[src/rtl/sg_pkg.sv]
// Package: shared constants, step type and the unlock chain table.
// Assumes a 17-bit word address; the chain addresses are fixed at that width.
package sg_pkg;
    localparam int ADDR_W   = 17;
    localparam int SEQ_LEN  = 10;
    localparam int STEP_W   = $clog2(SEQ_LEN);
    localparam int STEP_BYTE = 6;   // write carrying the new setting
    localparam int STEP_CMP  = 7;   // write carrying the complement
    localparam int STEP_LAST = SEQ_LEN - 1;

    typedef logic [STEP_W-1:0] step_t;
    typedef logic [ADDR_W-1:0] addr_t;

    localparam addr_t START_ADDR = 17'h12555;
    localparam addr_t ZERO_ADDR  = 17'h00000;

    // Expected address for each chain step.
    function automatic addr_t seq_addr(input step_t s);
        case (s)
            4'd0:    return 17'h12555;
            4'd1:    return 17'h1DAAA;
            4'd2:    return 17'h01333;
            4'd3:    return 17'h0ECCC;
            4'd4:    return 17'h000FF;
            4'd5:    return 17'h1FF00;
            4'd6:    return 17'h1DAAA;
            4'd7:    return 17'h0ECCC;
            4'd8:    return 17'h0FF00;
            default: return 17'h00000;
        endcase
    endfunction

    // Expected direction for each chain step (1 = write).
    function automatic logic seq_is_wr(input step_t s);
        return (s >= step_t'(STEP_BYTE)) && (s <= step_t'(STEP_BYTE + 2));
    endfunction
endpackage

[src/rtl/sg_tracker.sv]
// Chain tracker: follows the ten-step unlock chain, holds the candidate
// byte and raises a one-cycle commit on the accepted final read.
// Assumes each access is presented for exactly one cycle with acc_valid.
module sg_tracker
    import sg_pkg::*;
#(
    parameter int BYTE_W = 8
) (
    input  logic              clk,
    input  logic              rst_n,
    input  logic              acc_valid,
    input  addr_t             acc_addr,
    input  logic              acc_write,
    input  logic [BYTE_W-1:0] acc_data,
    input  logic              acc_fresh,
    output logic              seq_write,
    output logic              commit,
    output logic [BYTE_W-1:0] pend_q
);
    step_t step_q;
    logic  prev_zero_q;
    addr_t exp_addr;
    logic  exp_wr;
    logic  start_ok, addr_hit, data_ok, gate_ok, advance, restart;

    // Decode the expectation for the current step and classify the access.
    always_comb begin
        exp_addr  = seq_addr(step_q);
        exp_wr    = seq_is_wr(step_q);
        start_ok  = acc_fresh || prev_zero_q;
        addr_hit  = (acc_addr == exp_addr) && (acc_write == exp_wr);
        data_ok   = (step_q != step_t'(STEP_CMP)) || (acc_data == ~pend_q);
        gate_ok   = (step_q != '0) || start_ok;
        advance   = acc_valid && addr_hit && data_ok && gate_ok;
        restart   = acc_valid && !acc_write && (acc_addr == START_ADDR) && start_ok;
        commit    = advance && (step_q == step_t'(STEP_LAST));
        seq_write = acc_valid && acc_write && exp_wr && (acc_addr == exp_addr);
    end

    // Step register: advance on a match, else drop or restart at step one.
    always_ff @(posedge clk) begin
        if (!rst_n) begin
            step_q <= '0;
        end else if (acc_valid) begin
            if (advance)
                step_q <= commit ? '0 : step_q + step_t'(1);
            else
                step_q <= restart ? step_t'(1) : '0;
        end
    end

    // Candidate byte captured from the first chain write.
    always_ff @(posedge clk) begin
        if (!rst_n)
            pend_q <= '0;
        else if (advance && (step_q == step_t'(STEP_BYTE)))
            pend_q <= acc_data;
    end

    // Remember whether the last valid access was at address zero.
    always_ff @(posedge clk) begin
        if (!rst_n)
            prev_zero_q <= 1'b0;
        else if (acc_valid)
            prev_zero_q <= (acc_addr == ZERO_ADDR);
    end
endmodule

[src/rtl/sg_prot_reg.sv]
// Protection register: stands in for the nonvolatile setting; loads the
// candidate byte on commit. Reset value is all sectors unprotected.
module sg_prot_reg #(
    parameter int BYTE_W = 8
) (
    input  logic              clk,
    input  logic              rst_n,
    input  logic              commit,
    input  logic [BYTE_W-1:0] pend,
    output logic [BYTE_W-1:0] prot_q
);
    // Hold the setting; replace it only on a completed chain.
    always_ff @(posedge clk) begin
        if (!rst_n)
            prot_q <= '0;
        else if (commit)
            prot_q <= pend;
    end
endmodule

[src/rtl/sg_sector_dec.sv]
// Sector decoder: selects the protection bit of the sector picked by the
// top address bits. Purely combinational.
module sg_sector_dec #(
    parameter int SECT_W = 3,
    localparam int NSECT = 1 << SECT_W
) (
    input  logic [SECT_W-1:0] sect,
    input  logic [NSECT-1:0]  prot,
    output logic              inhibit
);
    logic [NSECT-1:0] hit;

    // One compare per sector, gated by that sector's bit.
    for (genvar g = 0; g < NSECT; g++) begin : g_sect
        assign hit[g] = (sect == SECT_W'(g)) && prot[g];
    end

    // Any gated hit means the addressed sector is protected.
    assign inhibit = |hit;
endmodule

[src/rtl/sector_guard.sv]
// Top: sector write guard unlocked by a fixed access chain.
// Assumes one-cycle access strobes; the sector index is the top SECT_W
// address bits, and the data byte width equals the sector count.
module sector_guard
    import sg_pkg::*;
#(
    parameter int SECT_W = 3,
    localparam int BYTE_W = 1 << SECT_W
) (
    input  logic              clk,
    input  logic              rst_n,
    input  logic              acc_valid,
    input  logic [16:0]       acc_addr,
    input  logic              acc_write,
    input  logic [BYTE_W-1:0] acc_data,
    input  logic              acc_fresh,
    output logic [BYTE_W-1:0] prot_q,
    output logic              wr_inhibit,
    output logic              seq_write
);
    logic              commit;
    logic [BYTE_W-1:0] pend;

    sg_tracker #(.BYTE_W(BYTE_W)) u_track (
        .clk       (clk),
        .rst_n     (rst_n),
        .acc_valid (acc_valid),
        .acc_addr  (acc_addr),
        .acc_write (acc_write),
        .acc_data  (acc_data),
        .acc_fresh (acc_fresh),
        .seq_write (seq_write),
        .commit    (commit),
        .pend_q    (pend)
    );

    sg_prot_reg #(.BYTE_W(BYTE_W)) u_prot (
        .clk    (clk),
        .rst_n  (rst_n),
        .commit (commit),
        .pend   (pend),
        .prot_q (prot_q)
    );

    sg_sector_dec #(.SECT_W(SECT_W)) u_dec (
        .sect    (acc_addr[ADDR_W-1 -: SECT_W]),
        .prot    (prot_q),
        .inhibit (wr_inhibit)
    );
endmodule

[config.mk]
export PLATFORM = sky130hd
export DESIGN_NAME = sector_guard
export DESIGN_NICKNAME = d
export VERILOG_FILES = /design/src/rtl/sg_pkg.sv /design/src/rtl/sg_tracker.sv /design/src/rtl/sg_prot_reg.sv /design/src/rtl/sg_sector_dec.sv /design/src/rtl/sector_guard.sv
export SDC_FILE = /design/constraint.sdc
export NUM_CORES = 1
export LEC_CHECK = 0
export ABC_CLOCK_PERIOD_IN_PS = 5700
export BUFFER_PORTS_ARGS = -buffer_cell sky130_fd_sc_hd__buf_2
export CAP_MARGIN = 5
export CELL_PAD_IN_SITES_DETAIL_PLACEMENT = 1
export CELL_PAD_IN_SITES_GLOBAL_PLACEMENT = 1
export CORE_MARGIN = 3
export CORE_UTILIZATION = 35
export CTS_BUF_LIST = sky130_fd_sc_hd__clkbuf_8 sky130_fd_sc_hd__clkbuf_16
export CTS_CLUSTER_DIAMETER = 50
export DETAILED_ROUTE_END_ITERATION = 16
export PLACE_DENSITY_LB_ADDON = 0.1
export SKIP_CTS_REPAIR_TIMING = 1
export SYNTH_ARGS = -nofsm -noshare
export SYNTH_HDL_FRONTEND = slang
export SYNTH_SLANG_ARGS = --single-unit
[constraint.sdc]
create_clock -name clk -period 5.7 [get_ports clk]
set_input_delay 0.57 -clock clk [delete_from_list [all_inputs] [get_ports clk]]
set_output_delay 0.57 -clock clk [all_outputs]
set_load 0.005 [all_outputs]
After elaboration in Yosys (flattened, before gate mapping)
Memories as Yosys holds them, arrays and structs flattened. A register that Yosys moved wholly into a read port is not among the register bits. Index checks and enable logic that the tools add are counted.

Latch bits: 0. Register bits after elaboration: 21. RAM bits: 0. Bits of input ports: 30. Output and inout port bits: 10. Memories: 1. Word-level logic and storage cells: 57. Bits in read-only memories: 272.

Memories: (name not given) (words 16, width 17, read ports 1, clocked after memory_dff 1, write ports 0, RTL line sg_pkg.sv:19) `case (s)`.

Divide/modulo/power cells: 0. Order comparisons: 2. Reductions and logical operators: 29. $add $sub $neg: 1. Shifts and indexed selects: 0. Equality and inequality tests: 14. Bitwise operators: 1. Muxes and demuxes: 5. Multiply operators: 0.

Operators by type and width (count): logical AND 1 bit (21); == test 17 bit (1); == test 17 bit (second input constant) (1); logical NOT 17 bit (1); 2-to-1 mux 4 bit (4); == test 3 bit (second input constant) (4); == test 8 bit (1); inverter 8 bit (1); OR reduction 8 bit (1); == test 3 x 2 -> 1 bit (second input constant) (2); adder 4 x 1 -> 4 bit (second input constant) (1); == test 4 x 3 -> 1 bit (second input constant) (1); == test 4 bit (second input constant) (1); >= comparator 4 x 3 -> 1 bit (second input constant) (1); less-or-equal comparator 4 bit (second input constant) (1); != test 4 x 3 -> 1 bit (second input constant) (1); nonzero test 4 bit (1); == test 3 x 1 -> 1 bit (second input constant) (1); logical NOT 3 bit (1); logical OR 1 bit (3); == test 1 bit (1); logical NOT 1 bit (1); 2-to-1 mux 1 bit (1).

Longest topological paths before layout
Word-level depth: 12. Mapped depth: 13. Gate-level depth less buffers: 13.

Hierarchy
Synthesis repeated with hierarchy kept, for this count alone.

Cells, all modules: 204. Area total of the unflattened synthesis: 1779.2 sq um.

By module, submodules not included: sg_tracker (seq. area each 440.4 sq um, times used 1, cells an instance 176, area an instance 1413.9 sq um); sg_prot_reg (seq. area each 160.2 sq um, times used 1, cells an instance 25, area an instance 301.5 sq um); sg_sector_dec (seq. area each 0.0 sq um, times used 1, cells an instance 3, area an instance 63.8 sq um).

Worst setup path after synthesis
No wires, ideal clock.

Kind: input to register. Start point: in acc_addr[9]. End point: reg, netlist name u_track.exp_addr[16]. Path buffers: 0. Data required time: 5.631 ns. Arrival: 2.665 ns. Library setup time: 0.069 ns. Cell stages on the path: 10. Path slack: 2.966 ns. Cells stage by stage: nor4b_2 > nand3_1 > or4_1 > a41o_1 > o211a_2 > nand2b_4 > ha_1 > inv_1 > mux2_1 > o21ai_1.

Word-level cells in the longest chain between the ends: 10. Elaborated cells between the ends (all ways): 14. Classes of those cells: eq/ne (2); mux (5); reduce/logical (7).

RTL lines: from (decl) (RTL line sector_guard.sv:13) `input logic [16:0] acc_addr,`; == test 17 bit (RTL line sg_tracker.sv:31) `addr_hit = (acc_addr == exp_addr) && (acc_write == exp_wr);`; logical AND 1 bit (RTL line sg_tracker.sv:31); logical AND 1 bit (3 in series) (RTL line sg_tracker.sv:34) `advance = acc_valid && addr_hit && data_ok && gate_ok;`; logical AND 1 bit (RTL line sg_tracker.sv:36) `commit = advance && (step_q == step_t'(STEP_LAST));`; 2-to-1 mux 4 bit (RTL line sg_tracker.sv:46) `step_q <= commit ? '0 : step_q + step_t'(1);`; 2-to-1 mux 4 bit (*) (RTL line sg_tracker.sv:45) `if (advance)`; 2-to-1 mux 4 bit (no line) (*) (2 in series).

Mark *: on every way between the ends. The rest lies on a longest branch, timed or not. A chain may end at the register's enable or synchronous reset.

Worst setup path after layout
Start point: reg u_track.step_q[3]. End point: reg, netlist name u_track.exp_addr[16].

Word-level cells in the longest chain between the ends: 12. Elaborated cells between the ends (all ways): 19. Classes of those cells: add/sub (1); order compare (2); eq/ne (3); mux (4); reduce/logical (9).

RTL lines: from (decl) (RTL line sg_tracker.sv:20) `step_t step_q;`; from (signal assigned) (RTL line sg_tracker.sv:46); from (signal assigned) (RTL line sg_tracker.sv:48) `step_q <= restart ? step_t'(1) : '0;`; >= comparator 4 x 3 -> 1 bit or less-or-equal comparator 4 bit (tied branches) (RTL line sg_pkg.sv:35) `return (s >= step_t'(STEP_BYTE)) && (s <= step_t'(STEP_BYTE + 2));`; logical AND 1 bit (RTL line sg_pkg.sv:35); == test 1 bit (RTL line sg_tracker.sv:31); logical AND 1 bit (RTL line sg_tracker.sv:31); logical AND 1 bit (3 in series) (RTL line sg_tracker.sv:34); logical AND 1 bit (RTL line sg_tracker.sv:36); 2-to-1 mux 4 bit (RTL line sg_tracker.sv:46); 2-to-1 mux 4 bit (RTL line sg_tracker.sv:45); 2-to-1 mux 4 bit (no line) (*) (2 in series).

Marks and branches as above.

==> impl_metrics.prom <==
# TYPE chip_impl_metric gauge
chip_impl_info{name="run_status",value="completed"} 1
chip_impl_metric{name="h-tree-depth",unit=""} 2
chip_impl_metric{name="total_clock_sinks",unit=""} 30
chip_impl_metric{name="detailed_place_hpwl",unit="µm"} 3670
chip_impl_metric{name="clkSlewWorstSetupHoldPaths",unit="ns"} 0.06
chip_impl_info{name="yosys_most_used_dff",value="dfxtp_1"} 1
chip_impl_metric{name="max_cap_viol_count",unit=""} 0
chip_impl_metric{name="worst_slack",unit="ns"} 2.68
chip_impl_metric{name="comb_power_share",unit="%"} 6.9
chip_impl_info{name="path_cells",value="nand2b_1 > o32ai_1 > xnor2_1 > nand4_1 > o22ai_1 > and2_1 > inv_1 > ha_1 > inv_1 > mux2_1 > o21ai_1"} 1
chip_impl_metric{name="power_density",unit="nW/µm²"} 213
chip_impl_metric{name="crit_path_largest_cell_delay",unit="ns"} 0.53
chip_impl_metric{name="place_congestion",unit=""} 0.817
chip_impl_info{name="critical_path.most_common_cell",value="inv_1"} 1
chip_impl_metric{name="drive_gt1_share",unit="%"} 26.1
chip_impl_metric{name="design_power_total",unit="mW"} 0.452
chip_impl_metric{name="synth_sequential_area_ratio",unit="%"} 34.3
chip_impl_metric{name="layout_min_cycle_time",unit="ns"} 3.02
chip_impl_metric{name="signal_arrival_time_at_the_worst_endpoint",unit="ns"} 3.22
chip_impl_metric{name="number_of_search_and_repair_iterations_in_the_first_detailed_routing_pass",unit=""} 4
chip_impl_info{name="timing_worst_setup_path_type",value="flop to flop"} 1
chip_impl_metric{name="number_of_enable_flip_flop_cells_after_synthesis",unit=""} 0
chip_impl_metric{name="synthDominantCellAreaShare",unit="%"} 34.3
chip_impl_info{name="synth_area_leaders",value="dfxtp_1 34%, ha_1 5.0%, mux2i_1 4.6%"} 1
chip_impl_metric{name="final_hold_viol_count",unit=""} 0
chip_impl_metric{name="clk_path_buf_depth",unit=""} 2
chip_impl_metric{name="numCtsBuffers",unit=""} 5
chip_impl_metric{name="clock_power_share",unit="%"} 46.7
chip_impl_metric{name="peakVddDrop",unit="µV"} 96.6
chip_impl_metric{name="synthesis.nets",unit=""} 235
chip_impl_metric{name="swShare",unit="%"} 22.2
chip_impl_metric{name="avgViaCountPerCell",unit=""} 5.15
chip_impl_metric{name="globalRouteOverflowTotal",unit=""} 0
chip_impl_info{name="setup_repair_after_global_routing_missed_its_margin",value="no"} 1
chip_impl_metric{name="num-nets-final",unit=""} 277
chip_impl_metric{name="io_buffer_count",unit=""} 39
chip_impl_metric{name="fin_util",unit="%"} 44.3
chip_impl_info{name="ys_top_cells_by_count",value="30 x dfxtp_1, 15 x nand2_1, 12 x a21oi_1, 12 x nor2_1, 10 x nor3_1"} 1
chip_impl_metric{name="power.internal",unit="mW"} 0.352
chip_impl_info{name="ctsRootBufferMaster",value="clkbuf_8"} 1
chip_impl_metric{name="syn2layout_area_growth",unit="%"} 21.2
chip_impl_metric{name="filler_cell_count",unit=""} 594
chip_impl_metric{name="cp.required",unit="ns"} 5.91
chip_impl_metric{name="ys_async_sr_fraction",unit="%"} 0
chip_impl_metric{name="floorplan.die.width",unit="µm"} 76.7
chip_impl_metric{name="grt_pass1_wl",unit="µm"} 8090
chip_impl_metric{name="setup-violations-final",unit=""} 0
chip_impl_metric{name="dp_slack",unit="ns"} 2.55
chip_impl_metric{name="grt_use_total",unit="%"} 17.2
chip_impl_metric{name="maximum_number_of_pins_on_one_net_before_global_route_repair",unit=""} 22
chip_impl_metric{name="synthCells",unit=""} 198
chip_impl_info{name="synth_most_common_cell",value="dfxtp_1"} 1
chip_impl_metric{name="via_count_of_the_first_global_routing_pass",unit=""} 1643
chip_impl_info{name="cp_slowest_cell",value="dfxtp_1"} 1
chip_impl_metric{name="die-area",unit="µm²"} 5890
chip_impl_metric{name="synth_seq_cells",unit=""} 30
chip_impl_metric{name="leakagePower",unit="nW"} 0.858
chip_impl_metric{name="worstPathBufferInverterCount",unit=""} 2
chip_impl_metric{name="finalHoldWorstSlack",unit="ns"} 0.494
chip_impl_info{name="critical_path_sink_type",value="flop"} 1
chip_impl_metric{name="net-switching-power",unit="mW"} 0.100
chip_impl_metric{name="num_io_pins",unit=""} 40
chip_impl_metric{name="antenna_found_initial",unit=""} 0
chip_impl_metric{name="routed-via-count",unit=""} 1585
chip_impl_info{name="kind_of_start_point_of_the_critical_path",value="flop"} 1
chip_impl_info{name="crit_path_max_delay_family",value="compound AO/OA/AOI/OAI gates"} 1
chip_impl_info{name="synth_area_leader_cell",value="dfxtp_1"} 1
chip_impl_metric{name="diodes",unit=""} 0
chip_impl_metric{name="tightest_slew",unit="ns"} 0.704
chip_impl_metric{name="chipHeight",unit="µm"} 76.7
chip_impl_metric{name="worstPathMaxFanout",unit=""} 8
chip_impl_metric{name="slew_headroom",unit="%"} 53.0
chip_impl_info{name="cts_tree",value="yes"} 1
chip_impl_metric{name="clock_skew",unit="ns"} 0.00323
chip_impl_metric{name="share_seq_of_total_power",unit="%"} 46.4
chip_impl_metric{name="floorplan.initialDensity",unit="%"} 36.6
chip_impl_metric{name="drt_iter0_drc",unit=""} 49
chip_impl_metric{name="routedWlPerCell",unit="µm"} 15.3
chip_impl_info{name="hold_crit_path_type",value="flop to flop"} 1
chip_impl_metric{name="num_rows",unit=""} 25
chip_impl_metric{name="avgSynthCellArea",unit="µm²"} 8.84
chip_impl_metric{name="route.antenna.remaining_nets",unit=""} 0
chip_impl_metric{name="report.final.slew_viol_count",unit=""} 0
chip_impl_metric{name="timing.final.crit_share",unit="%"} 52.9
chip_impl_metric{name="detail_route.drc_violations",unit=""} 0
chip_impl_metric{name="synth.yosys.warnings",unit=""} 0
chip_impl_metric{name="clk_latency",unit="ns"} 0.28
chip_impl_metric{name="yosysUniqueCellTypes",unit=""} 49
chip_impl_metric{name="drt_wl_total",unit="µm"} 4720
chip_impl_metric{name="synth.cell_area",unit="µm²"} 1750
chip_impl_metric{name="placeableCoreArea",unit="µm²"} 4790
chip_impl_metric{name="timing.setup.tns",unit="ns"} 0
chip_impl_metric{name="fmax",unit="MHz"} 332
[power groups by stage]
stage          registers, mW  clock network, mW  logic (mW)
6_report               0.210              0.211      0.0310
2_1_floorplan          0.214                  0      0.0117
3_5_place_dp           0.214                  0      0.0313
3_3_place_gp           0.214                  0      0.0314
5_1_grt                0.209              0.227      0.0346
4_1_cts                0.210              0.217      0.0314
[registers in the layout (all words and copies together) (netlist names)]
| signal | count |
|---|---|
| u_track.pend_q | 8 |
| u_track.exp_addr | 9 |
| u_prot.prot_q | 8 |
| u_track.prev_zero_q | 1 |
| u_track.step_q | 4 |
[placed cells by master, fill, tap and decap left out, types with 4 or more instances in the layout]
master / netlist / routed
a21oi_1: 12 / 12
and3_1: 5 / 5
buf_2: 2 / 39
clkbuf_8: 0 / 5
dfxtp_1: 30 / 30
ha_1: 7 / 7
inv_1: 9 / 9
mux2i_1: 8 / 8
nand2_1: 15 / 15
nand2b_1: 6 / 6
nand3_1: 4 / 4
nand4_1: 6 / 6
nor2_1: 12 / 12
nor3_1: 10 / 10
o211ai_1: 4 / 4
o21ai_0: 8 / 8
xnor2_1: 6 / 6
xor2_1: 8 / 8
[stage by stage]
stage	instances	cell area, µm²
2_1_floorplan	198	1750
3_3_place_gp	300	2010
3_5_place_dp	300	2010
4_1_cts	308	2120
5_1_grt	308	2120
6_report	308	2120
[routing by layer]
layer	vias to the layer above	track usage, %	share of wire [%]
met5	-	0	0
met4	0	6.70	1.9
met3	9	3.99	5.1
met2	40	24.7	40
met1	734	24.6	53
li1	802	-	-
[layout make-up]
type / count / area (µm²) / share of cell area [%]
inverter: 11 / 41.3 / 1.95
tap: 67 / 83.8 / 3.95
timing repair buffer: 39 / 195 / 9.20
multi-input combinational: 153 / 1090 / 51.4
sequential: 30 / 601 / 28.3
clock buffer: 5 / 68.8 / 3.24
clock inverter: 3 / 40.0 / 1.89
[cells by family after synthesis]
logic type | after synthesis | synth area share [%]
AOI/OAI and AO/OA | 42 | 15.9
xor gates and xnor gates | 14 | 7.01
adders and majority gates | 7 | 5.00
buffers and inverters | 15 | 3.36
DFF | 30 | 34.3
muxes | 12 | 8.43
and+or+nand+nor | 78 | 25.9
[worst reg2reg max path: cells and delay by family, from the launching register on]
kind	cells	cell delay, ns
buf+inv	2	0.15
fa+ha+maj	1	0.33
flops	1	0.53
xor+xnor	1	0.28
compound gates	3	0.87
mux	1	0.28
simple gates	3	0.50
[path summary, 6_finish.rpt]
kind	from	end	slack [ns]	cells after the start
max	u_track.step_q[3]$_SDFFE_PN0P_	u_track.exp_addr[16]$_SDFF_PP0_	2.68	11
min	u_track.prev_zero_q$_SDFFE_PN0P_	u_track.prev_zero_q$_SDFFE_PN0P_	0.49	2
max reg2reg	u_track.step_q[3]$_SDFFE_PN0P_	u_track.exp_addr[16]$_SDFF_PP0_	2.68	11
min reg2reg	u_track.prev_zero_q$_SDFFE_PN0P_	u_track.prev_zero_q$_SDFFE_PN0P_	0.49	2
(Power assumes the default switching activity.)
